### src/rtl/radio_spi_pkg.sv
package radio_spi_pkg;

    typedef enum logic [2:0] {
        ST_IDLE,
        ST_CMD,
        ST_REG_RD,
        ST_REG_WR,
        ST_PLD_RD,
        ST_PLD_WR,
        ST_DISCARD
    } cmd_state_e;

    localparam logic [7:0] OP_RD_PLD   = 8'h61;
    localparam logic [7:0] OP_WR_PLD   = 8'hA0;
    localparam logic [7:0] OP_FLUSH_TX = 8'hE1;
    localparam logic [7:0] OP_FLUSH_RX = 8'hE2;
    localparam logic [7:0] OP_REUSE_TX = 8'hE3;

    localparam logic [4:0] A_STATUS = 5'h07;
    localparam logic [4:0] A_FIFO   = 5'h17;
    localparam logic [4:0] A_PIPE0  = 5'h0A;
    localparam logic [4:0] A_PIPE1  = 5'h0B;
    localparam logic [4:0] A_TXADR  = 5'h10;

    localparam int NUM_WIDE = 3;

    function automatic logic [4:0] wide_addr(input int g);
        case (g)
            0:       return A_PIPE0;
            1:       return A_PIPE1;
            default: return A_TXADR;
        endcase
    endfunction

    function automatic cmd_state_e decode_op(input logic [7:0] op);
        if (op[7:5] == 3'b000)       return ST_REG_RD;
        else if (op[7:5] == 3'b001)  return ST_REG_WR;
        else if (op == OP_RD_PLD)    return ST_PLD_RD;
        else if (op == OP_WR_PLD)    return ST_PLD_WR;
        else                         return ST_DISCARD;
    endfunction

endpackage

### src/rtl/spi_shifter.sv
module spi_shifter #(
    parameter int SYNC_STAGES = 2
) (
    input  logic       clk,
    input  logic       rst_n,
    input  logic       spi_csn,
    input  logic       spi_sck,
    input  logic       spi_mosi,
    input  logic [7:0] first_byte,
    input  logic [7:0] next_byte,
    output logic       spi_miso,
    output logic       frame_start,
    output logic       frame_end,
    output logic       next_taken,
    output logic       byte_done,
    output logic [7:0] rx_byte
);
    logic [SYNC_STAGES-1:0] csn_p, sck_p, mosi_p;
    logic csn_s, sck_s, mosi_s, csn_d, sck_d;
    logic sck_rise, sck_fall;
    logic [2:0] bit_cnt;
    logic [7:0] in_sh, out_sh;

    always_ff @(posedge clk or negedge rst_n) begin
        if (!rst_n) begin
            csn_p  <= '1;
            sck_p  <= '0;
            mosi_p <= '0;
            csn_d  <= 1'b1;
            sck_d  <= 1'b0;
        end else begin
            csn_p  <= {csn_p[SYNC_STAGES-2:0], spi_csn};
            sck_p  <= {sck_p[SYNC_STAGES-2:0], spi_sck};
            mosi_p <= {mosi_p[SYNC_STAGES-2:0], spi_mosi};
            csn_d  <= csn_s;
            sck_d  <= sck_s;
        end
    end

    assign csn_s       = csn_p[SYNC_STAGES-1];
    assign sck_s       = sck_p[SYNC_STAGES-1];
    assign mosi_s      = mosi_p[SYNC_STAGES-1];
    assign frame_start = csn_d & ~csn_s;
    assign frame_end   = ~csn_d & csn_s;
    assign sck_rise    = ~sck_d & sck_s & ~csn_s;
    assign sck_fall    = sck_d & ~sck_s & ~csn_s;
    assign next_taken  = sck_fall && (bit_cnt == 3'd0) && !frame_start;

    always_ff @(posedge clk or negedge rst_n) begin
        if (!rst_n) begin
            bit_cnt   <= '0;
            in_sh     <= '0;
            out_sh    <= '0;
            byte_done <= 1'b0;
            rx_byte   <= '0;
        end else begin
            byte_done <= 1'b0;
            if (frame_start) begin
                bit_cnt <= '0;
                out_sh  <= first_byte;
            end else if (csn_s) begin
                bit_cnt <= '0;
                out_sh  <= '0;
            end else begin
                if (sck_rise) begin
                    in_sh   <= {in_sh[6:0], mosi_s};
                    bit_cnt <= bit_cnt + 3'd1;
                    if (bit_cnt == 3'd7) begin
                        byte_done <= 1'b1;
                        rx_byte   <= {in_sh[6:0], mosi_s};
                    end
                end
                if (sck_fall) begin
                    if (bit_cnt == 3'd0) out_sh <= next_byte;
                    else                 out_sh <= {out_sh[6:0], 1'b0};
                end
            end
        end
    end

    assign spi_miso = out_sh[7];

    // the status MSB is on MISO right after the frame opens
    assert_status_first_R1: assert property (@(posedge clk) disable iff (!rst_n)
        frame_start |=> spi_miso == $past(first_byte[7]));

    // a completed byte is reported only while the frame is open
    assert_byte_in_frame_R2: assert property (@(posedge clk) disable iff (!rst_n)
        byte_done |-> !$past(csn_s));
endmodule

### src/rtl/cmd_fsm.sv
module cmd_fsm
    import radio_spi_pkg::*;
#(
    parameter int ADDR_BYTES = 5,
    localparam int IW = $clog2(ADDR_BYTES + 1)
) (
    input  logic          clk,
    input  logic          rst_n,
    input  logic          frame_start,
    input  logic          frame_end,
    input  logic          byte_done,
    input  logic [7:0]    rx_byte,
    input  logic          next_taken,
    input  logic          rx_empty,
    output cmd_state_e    state,
    output logic [4:0]    addr,
    output logic [IW-1:0] idx,
    output logic          wr_en,
    output logic [IW-1:0] wr_idx,
    output logic [7:0]    wr_data,
    output logic          tx_push,
    output logic [7:0]    tx_data,
    output logic          rx_pop,
    output logic          tx_flush,
    output logic          rx_flush,
    output logic          tx_reuse
);
    localparam logic [IW-1:0] IDX_MAX = IW'(ADDR_BYTES);

    cmd_state_e nxt;
    logic head_vld;

    always_comb begin
        nxt = state;
        if (frame_end) begin
            nxt = ST_IDLE;
        end else if (frame_start) begin
            nxt = ST_CMD;
        end else begin
            unique case (state)
                ST_IDLE:    nxt = ST_IDLE;
                ST_CMD:     if (byte_done) nxt = decode_op(rx_byte);
                ST_REG_RD,
                ST_REG_WR,
                ST_PLD_RD,
                ST_PLD_WR,
                ST_DISCARD: nxt = state;
                default:    nxt = ST_IDLE;
            endcase
        end
    end

    always_ff @(posedge clk or negedge rst_n) begin
        if (!rst_n) state <= ST_IDLE;
        else        state <= nxt;
    end

    always_ff @(posedge clk or negedge rst_n) begin
        if (!rst_n) begin
            addr     <= '0;
            idx      <= '0;
            wr_en    <= 1'b0;
            wr_idx   <= '0;
            wr_data  <= '0;
            tx_push  <= 1'b0;
            tx_data  <= '0;
            rx_pop   <= 1'b0;
            tx_flush <= 1'b0;
            rx_flush <= 1'b0;
            tx_reuse <= 1'b0;
            head_vld <= 1'b0;
        end else begin
            wr_en    <= 1'b0;
            tx_push  <= 1'b0;
            rx_pop   <= 1'b0;
            tx_flush <= 1'b0;
            rx_flush <= 1'b0;
            tx_reuse <= 1'b0;
            if (frame_start) begin
                idx      <= '0;
                head_vld <= 1'b0;
            end else begin
                unique case (state)
                    ST_CMD: if (byte_done) begin
                        addr     <= rx_byte[4:0];
                        idx      <= '0;
                        tx_flush <= (rx_byte == OP_FLUSH_TX);
                        rx_flush <= (rx_byte == OP_FLUSH_RX);
                        tx_reuse <= (rx_byte == OP_REUSE_TX);
                    end
                    ST_REG_RD: if (byte_done && idx != IDX_MAX) idx <= idx + 1'b1;
                    ST_REG_WR: if (byte_done) begin
                        wr_en   <= 1'b1;
                        wr_idx  <= idx;
                        wr_data <= rx_byte;
                        if (idx != IDX_MAX) idx <= idx + 1'b1;
                    end
                    ST_PLD_WR: if (byte_done) begin
                        tx_push <= 1'b1;
                        tx_data <= rx_byte;
                    end
                    ST_PLD_RD: begin
                        if (next_taken) head_vld <= !rx_empty;
                        else if (byte_done && head_vld) begin
                            rx_pop   <= 1'b1;
                            head_vld <= 1'b0;
                        end
                    end
                    ST_IDLE, ST_DISCARD: ;
                    default: ;
                endcase
            end
        end
    end

    // a pop never reaches an empty receive FIFO
    assert_pop_nonempty_R8: assert property (@(posedge clk) disable iff (!rst_n)
        rx_pop |-> !rx_empty);

    // at most one FIFO control pulse at a time
    assert_one_ctrl_R9: assert property (@(posedge clk) disable iff (!rst_n)
        $onehot0({tx_flush, rx_flush, tx_reuse}));

    // closing chip-select always returns the machine to idle
    assert_idle_on_close_R1: assert property (@(posedge clk) disable iff (!rst_n)
        frame_end |=> state == ST_IDLE);

    // pushes only follow a byte received in the payload-write state
    assert_push_source_R7: assert property (@(posedge clk) disable iff (!rst_n)
        tx_push |-> ($past(state) == ST_PLD_WR && $past(byte_done)));
endmodule

### src/rtl/reg_bank.sv
module reg_bank
    import radio_spi_pkg::*;
#(
    parameter int          NUM_REGS   = 24,
    parameter int          ADDR_BYTES = 5,
    parameter logic [7:0]  WIDE_RST   = 8'hE7,
    localparam int IW  = $clog2(ADDR_BYTES + 1),
    localparam int IBW = (ADDR_BYTES > 1) ? $clog2(ADDR_BYTES) : 1
) (
    input  logic          clk,
    input  logic          rst_n,
    input  logic [4:0]    addr,
    input  logic [IW-1:0] rd_idx,
    input  logic          wr_en,
    input  logic [IW-1:0] wr_idx,
    input  logic [7:0]    wr_data,
    input  logic          evt_rx_done,
    input  logic          evt_tx_done,
    input  logic          evt_retry_limit,
    input  logic          tx_full,
    input  logic          tx_empty,
    input  logic          rx_full,
    input  logic          rx_empty,
    output logic [7:0]    status,
    output logic [7:0]    rd_data
);
    localparam logic [IW-1:0] IDX_LIM = IW'(ADDR_BYTES);

    logic [7:0] regs_q [NUM_REGS];
    logic [2:0] flags_q;
    logic [2:0] events;
    logic [NUM_WIDE-1:0] wide_hit;
    logic [7:0] wide_rd [NUM_WIDE];
    logic [7:0] fifo_byte;
    logic       plain_ok;

    assign events    = {evt_rx_done, evt_tx_done, evt_retry_limit};
    assign status    = {1'b0, flags_q, {3{rx_empty}}, tx_full};
    assign fifo_byte = {2'b00, tx_full, tx_empty, 2'b00, rx_full, rx_empty};
    assign plain_ok  = (int'(addr) < NUM_REGS) && (wide_hit == '0)
                       && (addr != A_STATUS) && (addr != A_FIFO);

    for (genvar g = 0; g < NUM_WIDE; g++) begin : g_wide
        logic [7:0] bytes_q [ADDR_BYTES];
        assign wide_hit[g] = (addr == wide_addr(g));
        assign wide_rd[g]  = (rd_idx < IDX_LIM) ? bytes_q[rd_idx[IBW-1:0]] : 8'h00;
        always_ff @(posedge clk or negedge rst_n) begin
            if (!rst_n) begin
                for (int i = 0; i < ADDR_BYTES; i++) bytes_q[i] <= WIDE_RST;
            end else if (wr_en && wide_hit[g] && wr_idx < IDX_LIM) begin
                bytes_q[wr_idx[IBW-1:0]] <= wr_data;
            end
        end
    end

    always_ff @(posedge clk or negedge rst_n) begin
        if (!rst_n) begin
            for (int i = 0; i < NUM_REGS; i++) regs_q[i] <= 8'h00;
            flags_q <= 3'b000;
        end else begin
            if (wr_en && addr == A_STATUS && wr_idx == '0)
                flags_q <= (flags_q & ~wr_data[6:4]) | events;
            else
                flags_q <= flags_q | events;
            if (wr_en && plain_ok && wr_idx == '0)
                regs_q[addr] <= wr_data;
        end
    end

    always_comb begin
        rd_data = 8'h00;
        if (rd_idx == '0 && addr == A_STATUS)    rd_data = status;
        else if (rd_idx == '0 && addr == A_FIFO) rd_data = fifo_byte;
        else if (rd_idx == '0 && plain_ok)       rd_data = regs_q[addr];
        for (int g = 0; g < NUM_WIDE; g++)
            if (wide_hit[g]) rd_data = wide_rd[g];
    end

    // an event pulse is visible in the status flags on the next cycle
    assert_event_sets_R6: assert property (@(posedge clk) disable iff (!rst_n)
        evt_rx_done |=> status[6]);

    // a one written to bit 5 clears it when no event competes
    assert_w1c_clears_R6: assert property (@(posedge clk) disable iff (!rst_n)
        (wr_en && addr == A_STATUS && wr_idx == '0 && wr_data[5] && !evt_tx_done)
        |=> !status[5]);

    // without events or status writes the flags hold
    assert_flags_hold_R6: assert property (@(posedge clk) disable iff (!rst_n)
        (!(wr_en && addr == A_STATUS) && events == 3'b000) |=> $stable(status[6:4]));
endmodule

### src/rtl/radio_spi_cmd.sv
module radio_spi_cmd
    import radio_spi_pkg::*;
#(
    parameter int         NUM_REGS    = 24,
    parameter int         ADDR_BYTES  = 5,
    parameter logic [7:0] WIDE_RST    = 8'hE7,
    parameter int         SYNC_STAGES = 2
) (
    input  logic       clk,
    input  logic       rst_n,
    input  logic       spi_csn,
    input  logic       spi_sck,
    input  logic       spi_mosi,
    output logic       spi_miso,
    output logic       tx_push,
    output logic [7:0] tx_data,
    input  logic       tx_full,
    input  logic       tx_empty,
    output logic       tx_flush,
    output logic       tx_reuse,
    output logic       rx_pop,
    input  logic [7:0] rx_data,
    input  logic       rx_empty,
    input  logic       rx_full,
    output logic       rx_flush,
    input  logic       evt_rx_done,
    input  logic       evt_tx_done,
    input  logic       evt_retry_limit
);
    localparam int IW = $clog2(ADDR_BYTES + 1);

    logic          frame_start, frame_end, next_taken, byte_done;
    logic [7:0]    rx_byte, status, rd_data, next_byte;
    cmd_state_e    state;
    logic [4:0]    addr;
    logic [IW-1:0] idx, wr_idx;
    logic          wr_en;
    logic [7:0]    wr_data;

    always_comb begin
        unique case (state)
            ST_REG_RD: next_byte = rd_data;
            ST_PLD_RD: next_byte = rx_empty ? 8'h00 : rx_data;
            default:   next_byte = 8'h00;
        endcase
    end

    spi_shifter #(.SYNC_STAGES(SYNC_STAGES)) u_shift (
        .clk(clk), .rst_n(rst_n),
        .spi_csn(spi_csn), .spi_sck(spi_sck), .spi_mosi(spi_mosi),
        .first_byte(status), .next_byte(next_byte),
        .spi_miso(spi_miso), .frame_start(frame_start), .frame_end(frame_end),
        .next_taken(next_taken), .byte_done(byte_done), .rx_byte(rx_byte)
    );

    cmd_fsm #(.ADDR_BYTES(ADDR_BYTES)) u_fsm (
        .clk(clk), .rst_n(rst_n),
        .frame_start(frame_start), .frame_end(frame_end),
        .byte_done(byte_done), .rx_byte(rx_byte), .next_taken(next_taken),
        .rx_empty(rx_empty), .state(state), .addr(addr), .idx(idx),
        .wr_en(wr_en), .wr_idx(wr_idx), .wr_data(wr_data),
        .tx_push(tx_push), .tx_data(tx_data), .rx_pop(rx_pop),
        .tx_flush(tx_flush), .rx_flush(rx_flush), .tx_reuse(tx_reuse)
    );

    reg_bank #(.NUM_REGS(NUM_REGS), .ADDR_BYTES(ADDR_BYTES), .WIDE_RST(WIDE_RST)) u_regs (
        .clk(clk), .rst_n(rst_n), .addr(addr), .rd_idx(idx),
        .wr_en(wr_en), .wr_idx(wr_idx), .wr_data(wr_data),
        .evt_rx_done(evt_rx_done), .evt_tx_done(evt_tx_done),
        .evt_retry_limit(evt_retry_limit),
        .tx_full(tx_full), .tx_empty(tx_empty), .rx_full(rx_full), .rx_empty(rx_empty),
        .status(status), .rd_data(rd_data)
    );

    // register writes only come out of a write-register frame
    assert_write_source_R10: assert property (@(posedge clk) disable iff (!rst_n)
        wr_en |-> $past(state) == ST_REG_WR);
endmodule

### config.mk
export PLATFORM = sky130hd
export DESIGN_NAME = radio_spi_cmd
export DESIGN_NICKNAME = d
export VERILOG_FILES = /design/src/rtl/radio_spi_pkg.sv /design/src/rtl/spi_shifter.sv /design/src/rtl/cmd_fsm.sv /design/src/rtl/reg_bank.sv /design/src/rtl/radio_spi_cmd.sv
export SDC_FILE = /design/constraint.sdc
export NUM_CORES = 1
export LEC_CHECK = 0
export ABC_AREA = 1
export BUFFER_PORTS_ARGS = -buffer_cell sky130_fd_sc_hd__clkbuf_2
export CORE_MARGIN = 2
export CORE_UTILIZATION = 57
export DETAILED_ROUTE_END_ITERATION = 10
export PLACE_DENSITY = 0.82
export SYNTH_ARGS = -nofsm -noshare
export SYNTH_HDL_FRONTEND = slang
export SYNTH_SLANG_ARGS = --single-unit
### constraint.sdc
create_clock -name clk -period 2.35 [get_ports clk]
set_input_delay 0.47 -clock clk [delete_from_list [all_inputs] [get_ports clk]]
set_output_delay 0.47 -clock clk [all_outputs]
set_load 0.01 [all_outputs]
-- Word-level counts from Yosys, hierarchy flattened
Index checks and enable logic that the tools add are counted.
- word-level logic and storage cells: 240
- output and inout port bits: 14
- bits in registers: 387
- add/subtract/negate cells: 2
- multiplexer cells: 79
- eq/ne operators: 27
- reduce and logical (&&, ||, !) cells: 43
- bitwise gates (word level): 18
- order comparisons: 8
- operator list (operator ; count):
    $bwmux W192 ; 1
    $mux W8 ; 24
    $bwmux W40 ; 3
    $bmux W8 S3 ; 3
    $mux W3 ; 15
    $bmux W8 S5 ; 1
    $demux W8 S5 ; 1
    $eq A8 B8 Y1 const B ; 4
    $mux W1 ; 26
    $demux W8 S3 ; 1
    $logic_and A1 B1 Y1 ; 22
    $pmux W8 S2 ; 1
    $logic_not A3 Y1 ; 5
    $eq A3 B3 Y1 const B ; 4
    $ne A3 B3 Y1 const B ; 4
    $reduce_and A3 Y1 ; 4
    $eq A5 B4 Y1 const B ; 2
    $eq A5 B5 Y1 const B ; 2
    $pmux W3 S3 ; 1
    $reduce_bool A3 Y1 ; 3
    $eq A8 B7 Y1 const B ; 1
    $ge A4 B4 Y1 const B ; 2
    $not A3 Y4 ; 2
    $add A3 B1 Y3 const B ; 2
    other kinds (27) ; 43

-- Logic depth before layout (Yosys ltp)
- depth in word-level cells: 17
- depth in mapped cells: 20
- mapped depth without buffers: 18

-- Modules after synthesis
A second synthesis with hierarchy kept.
- cells, all modules: 2253
- area total of the unflattened synthesis: 18136.1 µm²
- by module, submodules not included (module ; sequential area each (µm²) ; area each (µm²) ; cells an instance ; instances):
    reg_bank ; 7995.2 ; 14697.8 ; 1834 ; 1
    cmd_fsm ; 925.9 ; 1635.3 ; 192 ; 1
    spi_shifter ; 879.6 ; 1597.8 ; 182 ; 1
    radio_spi_cmd ; 0.0 ; 205.2 ; 45 ; 1

-- Least setup slack after synthesis
No wires, ideal clock.
- path type: reg2reg
- start point: register u_fsm.idx[0]
- end point: register u_shift.out_sh[0]
- data required time: 2.273 ns
- buffers on the path: 2
- clock period less this slack: 2.194 ns
- cell stages (with the launch flop): 19
- arrival time: 2.116 ns
- path slack: 0.156 ns
- cells stage by stage: dfrtp_1 clkinv_1 clkbuf_1 buf_2 ha_1 inv_1 nor2_1 inv_1 nor2_2 nand3_1 nand3_1 nand2_1 nand2_1 nand2_1 nand2_1 nand2_1 nand2_1 nand2_1 a21oi_1
- word-level cells in the longest chain between the ends: 13
- RTL lines (what ; RTL line ; text):
    start, declared ; cmd_fsm.sv:17 ; output logic [IW-1:0] idx,
    start signal, assigned ; cmd_fsm.sv:91 ; ST_REG_RD: if (byte_done && idx != IDX_MAX) idx <= idx + 1'b1;
    start signal, assigned ; cmd_fsm.sv:96 ; if (idx != IDX_MAX) idx <= idx + 1'b1;
    $not A3 Y4 (implied by the code) or $logic_not A3 Y1 (tied branches) ; -- ;
    $bmux W8 S3 or $logic_and A1 B1 Y1 (tied branches) ; reg_bank.sv:46, reg_bank.sv:74 ;
    $mux W8, on equally long branches ; reg_bank.sv:46, reg_bank.sv:74 ;
    $mux W8, on equally long branches ; reg_bank.sv:46, reg_bank.sv:73 ;
    $mux W8, on equally long branches ; reg_bank.sv:46, reg_bank.sv:72 ;
    $mux W8 (2 in a row) ; reg_bank.sv:76 ; if (wide_hit[g]) rd_data = wide_rd[g];
    $mux W8 * ; reg_bank.sv:76 ;
    $pmux W8 S2 * ; radio_spi_cmd.sv:41 ; unique case (state)
    $mux W8 * ; spi_shifter.sv:74 ; if (bit_cnt == 3'd0) out_sh <= next_byte;
    $mux W8 * ; spi_shifter.sv:73 ; if (sck_fall) begin
    $mux W8 * ; spi_shifter.sv:61 ; end else if (csn_s) begin
    $mux W8 * ; spi_shifter.sv:58 ; if (frame_start) begin
    end signal, assigned ; spi_shifter.sv:60 ; out_sh <= first_byte;
    end signal, assigned ; spi_shifter.sv:74 ;
    end signal, assigned ; spi_shifter.sv:75 ; else out_sh <= {out_sh[6:0], 1'b0};
    end, declared ; spi_shifter.sv:22 ; logic [7:0] in_sh, out_sh;
Mark *: on every way between the ends. The rest lies on a longest branch, timed or not. The select of a mux whose other input is x is not followed.
A chain may end at the register's enable or synchronous reset.

-- Final worst setup path
- start point: register u_fsm.addr[0]
- end point: register u_shift.out_sh[4]
- word-level cells in the longest chain between the ends: 17
- RTL lines (what ; RTL line ; text):
    start, declared ; cmd_fsm.sv:16 ; output logic [4:0] addr,
    start signal, assigned ; cmd_fsm.sv:85 ; addr <= rx_byte[4:0];
    parallel branches: the longest is 11 deep, another holds $bmux W8 S5 ; -- ;
    $mux W8 * ; reg_bank.sv:76 ;
    $pmux W8 S2 * ; radio_spi_cmd.sv:41 ;
    $mux W8 * ; spi_shifter.sv:74 ;
    $mux W8 * ; spi_shifter.sv:73 ;
    $mux W8 * ; spi_shifter.sv:61 ;
    $mux W8 * ; spi_shifter.sv:58 ;
Mark *: on every way between the ends. The select of a mux whose other input is x is not followed.

==> results by group <==
Run status
  – Status: completed

Hold path
  – Worst Hold Class: input pin to flop
  – Hold path start: spi_csn
  – Hold Path Depth: 1
  – Hold path endpoint: u_shift.csn_p[0]

Route
  – Via count: 15,210
  – Wirelength, routed: 48.22 mm
  – Drt pass-1 iters: 6
  – DRC errors left: 0
  – Via density: 5.862
  – Post-route ant nets: 0
  – First DRT Iteration DRCs: 1,935
  – WL per Instance: 18.59 um

CTS
  – CTS sink cnt: 387
  – CTS clock-pin slew for the worst setup and hold paths: 60 ps
  – Root Buffer: clkbuf_16
  – H-tree depth: 2
  – Clk Latency, worst-skew pair: 540 ps
  – Inserted Clock Buffers: 41
  – CTS max path bufs: 3
  – CTS tree: yes

Final layout
  – Core Util, Final: 65.96%
  – Filler cells: 2,327
  – Layout net count: 2,195
  – Share of cells above drive strength 1: 16.56%
  – Antenna Cells: 0
  – Synthesis-to-finish area growth: 14.30%

Worst setup path
  – Crit-path max cell delay: 500 ps
  – Worst R2R End: u_shift.out_sh[4]
  – Slowest-stage cell, CP: dfrtp_2
  – Flop-to-flop setup slack: 10 ps
  – FF-to-FF Start: u_fsm.addr[0]
  – Most frequent CP cell: nand2_1
  – CP top delay family: simple AND/OR/NAND/NOR gates
  – Worst Setup End Kind: flop
  – CP cell instances: buf_6, clkbuf_16, nand2_1, nand2_1, nand2_1, nand2_1, nand2_1, nand2_1, nor2_2, nand3_1, nand3_1, nand2_1, nand2_1, nand2_1, nand2_1, nand2_1, nand2_1, nand2_1, a21oi_2
  – CP bufs+invs: 2
  – Startpoint types: flop
  – Crit-path max FO: 10
  – CP required: 2820 ps
  – R2R cell count: 19
  – Worst Path Class, Setup: flop to flop
  – CP Data Arrival Time: 2810 ps

STA
  – Final hold vios: 0
  – RSZ-0062 raised after global routing: true
  – Setup WS post-layout: 10.65 ps
  – Setup violators final: 0
  – Clock skew: 20.18 ps
  – Max Freq: 0.4275 GHz
  – Slew Limit Fails: 0
  – Actual slew at the worst max-slew pin: 768.4 ps
  – WHS: 9.571 ps
  – Crit path time final: 2339 ps
  – Tcrit/Tclk final: 99.55%
  – Relative slew margins: 48.38%

Synth
  – Sequential area share after synthesis: 55.81%
  – Syn_area_per_cell: 8.153 um2
  – Cell taking the most area after synthesis: dfrtp_1
  – Synth Instances: 2,154
  – Synth unique cells: 40
  – Top cell type's share of synthesized area: 41.90%
  – Ys async rst share: 100.0%
  – Top-count cell post-synth: nand2_1
  – Largest cells by area after synthesis: dfrtp_1, nand2_1, dfstp_2, o21ai_0, nor2_1
  – Most frequent cells after synthesis: nand2_1, o21ai_0, dfrtp_1
  – Post-synth EDFFs: 0
  – Mapped Area: 17,560 um2
  – Most used flip-flop cell after synthesis: dfrtp_1
  – Yosys reg bits: 387
  – Mapped Nets: 2,183
  – Yosys warns: 0

Global route
  – Vias in the first global route: 14,980
  – Largest net degree at the start of global routing: 77
  – GR Overflow Total: 0
  – Global-route wire length before repair: 78.24 mm
  – Total GRT Usage: 29.77%
  – Initial antenna violation count: 0

Pwr
  – PwrDens: 724.1 nW/um2
  – Lkg Pwr: 8.969 nW
  – Maximum VDD drop: 0.6471 mV
  – Total power: 14.53 mW

Floorplanning
  – Die area: 32,230 um2
  – Core Footprint: 30,430 um2
  – Rows: 64
  – Die Wd: 179.5 um
  – Initial Utilization: 57.71%
  – I/O pin count: 34
  – Die Y: 179.5 um

Placed design
  – Routability Congestion: 0.9764
  – # port buffers: 33
  – Dpl hpwl: 30.67 mm
  – Setup WS pre-CTS: 86.94 ps

Job
  – MaxCap Viol Count: 0
[worst max path at each step]
| stage | from | depth (start not counted) | end | slack, ps |
|---|---|---|---|---|
| after floorplan | u_fsm.idx[0] | 18 | u_shift.out_sh[0] | 160 |
| after global placement | u_fsm.addr[0] | 16 | u_shift.out_sh[5] | 130 |
| after detailed placement | u_fsm.addr[0] | 16 | u_shift.out_sh[0] | 90 |
| after CTS | u_fsm.addr[1] | 10 | u_regs.regs_q[143] | 20 |
| after global routing | u_fsm.addr[0] | 18 | u_shift.out_sh[5] | -110 |
| final | u_fsm.addr[0] | 19 | u_shift.out_sh[4] | 10 |
[state kept, by name, summed over array words and instances, names as in the netlist, 2 cells and up]
name,count
u_shift.out_sh,8
u_fsm.idx,3
u_shift.mosi_p,2
u_shift.rx_byte,8
u_shift.sck_p,2
u_fsm.wr_idx,3
u_fsm.wr_data,8
u_shift.bit_cnt,3
u_regs.flags_q,3
u_fsm.tx_data,8
u_fsm.state,3
u_regs.g_wide.bytes_q,120
u_shift.in_sh,7
u_fsm.addr,5
u_regs.regs_q,192
u_shift.csn_p,2
[through the flow]
stage | instances | area (um2) | TNS [ps]
after floorplan | 2154 | 17560 | 0
after detailed placement | 2508 | 18260 | 0
after global placement | 2508 | 18260 | 0
final | 2594 | 20070 | 0
after global routing | 2594 | 20070 | -467.7
after CTS | 2584 | 19740 | 0
[logic make-up after synthesis]
family                     synth area share (%)
adders and majority gates                0.6413
AOI/OAI and AO/OA                         14.04
DFF                                       55.81
and+or+nand+nor                           23.01
buffers and inverters                     6.498
[per-layer routing]
layer	GRT usage (%)	wire length, um
met4	12.03	1863
met3	4.964	4639
met2	47.00	22420
met1	41.43	19290
met5	0	0
[timing repair]
item	in CTS	in global routing
hold endpoints to repair	45	0
hold buffers	1	0
endpoints found under the setup margin	0	127
gates resized for setup	0	56
setup buffers	0	7
[layout make-up]
type                    count  area (um2)  share of cell area (%)
inverters                 121       462.9                   2.306
clock inverters            23       307.8                   1.533
multi-input cells        1488        6748                   33.62
flip-flops and latches    387        9803                   48.84
well taps                 396       495.5                   2.469
repair buffers            127        1087                   5.417
clock buffers              52        1167                   5.816
[worst register-to-register path, stage by stage (launching register included)]
cell and delay, ps:
dfrtp_2 500, buf_6 180, clkbuf_16 160, nand2_1 70
nand2_1 60, nand2_1 80, nand2_1 50, nand2_1 70
nand2_1 80, nor2_2 170, nand3_1 130, nand3_1 100
nand2_1 80, nand2_1 70, nand2_1 60, nand2_1 80
nand2_1 60, nand2_1 90, nand2_1 70, a21oi_2 120
[cell usage in the layout (no fill, tap or decap), types with 3 or more instances in the layout]
cell	Yosys	layout
a21oi_1	68	63
a21oi_2	0	5
a221o_1	6	6
a31oi_1	7	7
buf_12	0	10
buf_4	9	74
buf_6	1	5
bufinv_16	0	7
clkbuf_16	0	44
clkbuf_2	0	32
clkbuf_8	0	10
clkinv_2	0	11
dfrtp_1	294	292
dfstp_2	93	93
ha_1	9	8
inv_1	105	104
inv_2	14	12
nand2_1	689	670
nand2_2	2	19
nand2_4	3	3
nand3_1	66	65
nand4_1	17	17
nor2_1	200	193
nor2_2	6	11
nor2_4	3	5
nor3_1	13	13
nor3_2	3	3
o21ai_0	329	327
o21ai_1	24	26
o21bai_1	3	3
o22ai_1	25	25
[report_power, final]
group | switching (mW) | leakage [nW] | internal (mW) | total (mW)
sequential | 0.0461 | 5.02 | 6.74 | 6.79
combinational | 0.541 | 3.21 | 0.211 | 0.753
clock | 2.70 | 0.738 | 4.30 | 6.99
Note: power is estimated with default switching activity, not from simulation.
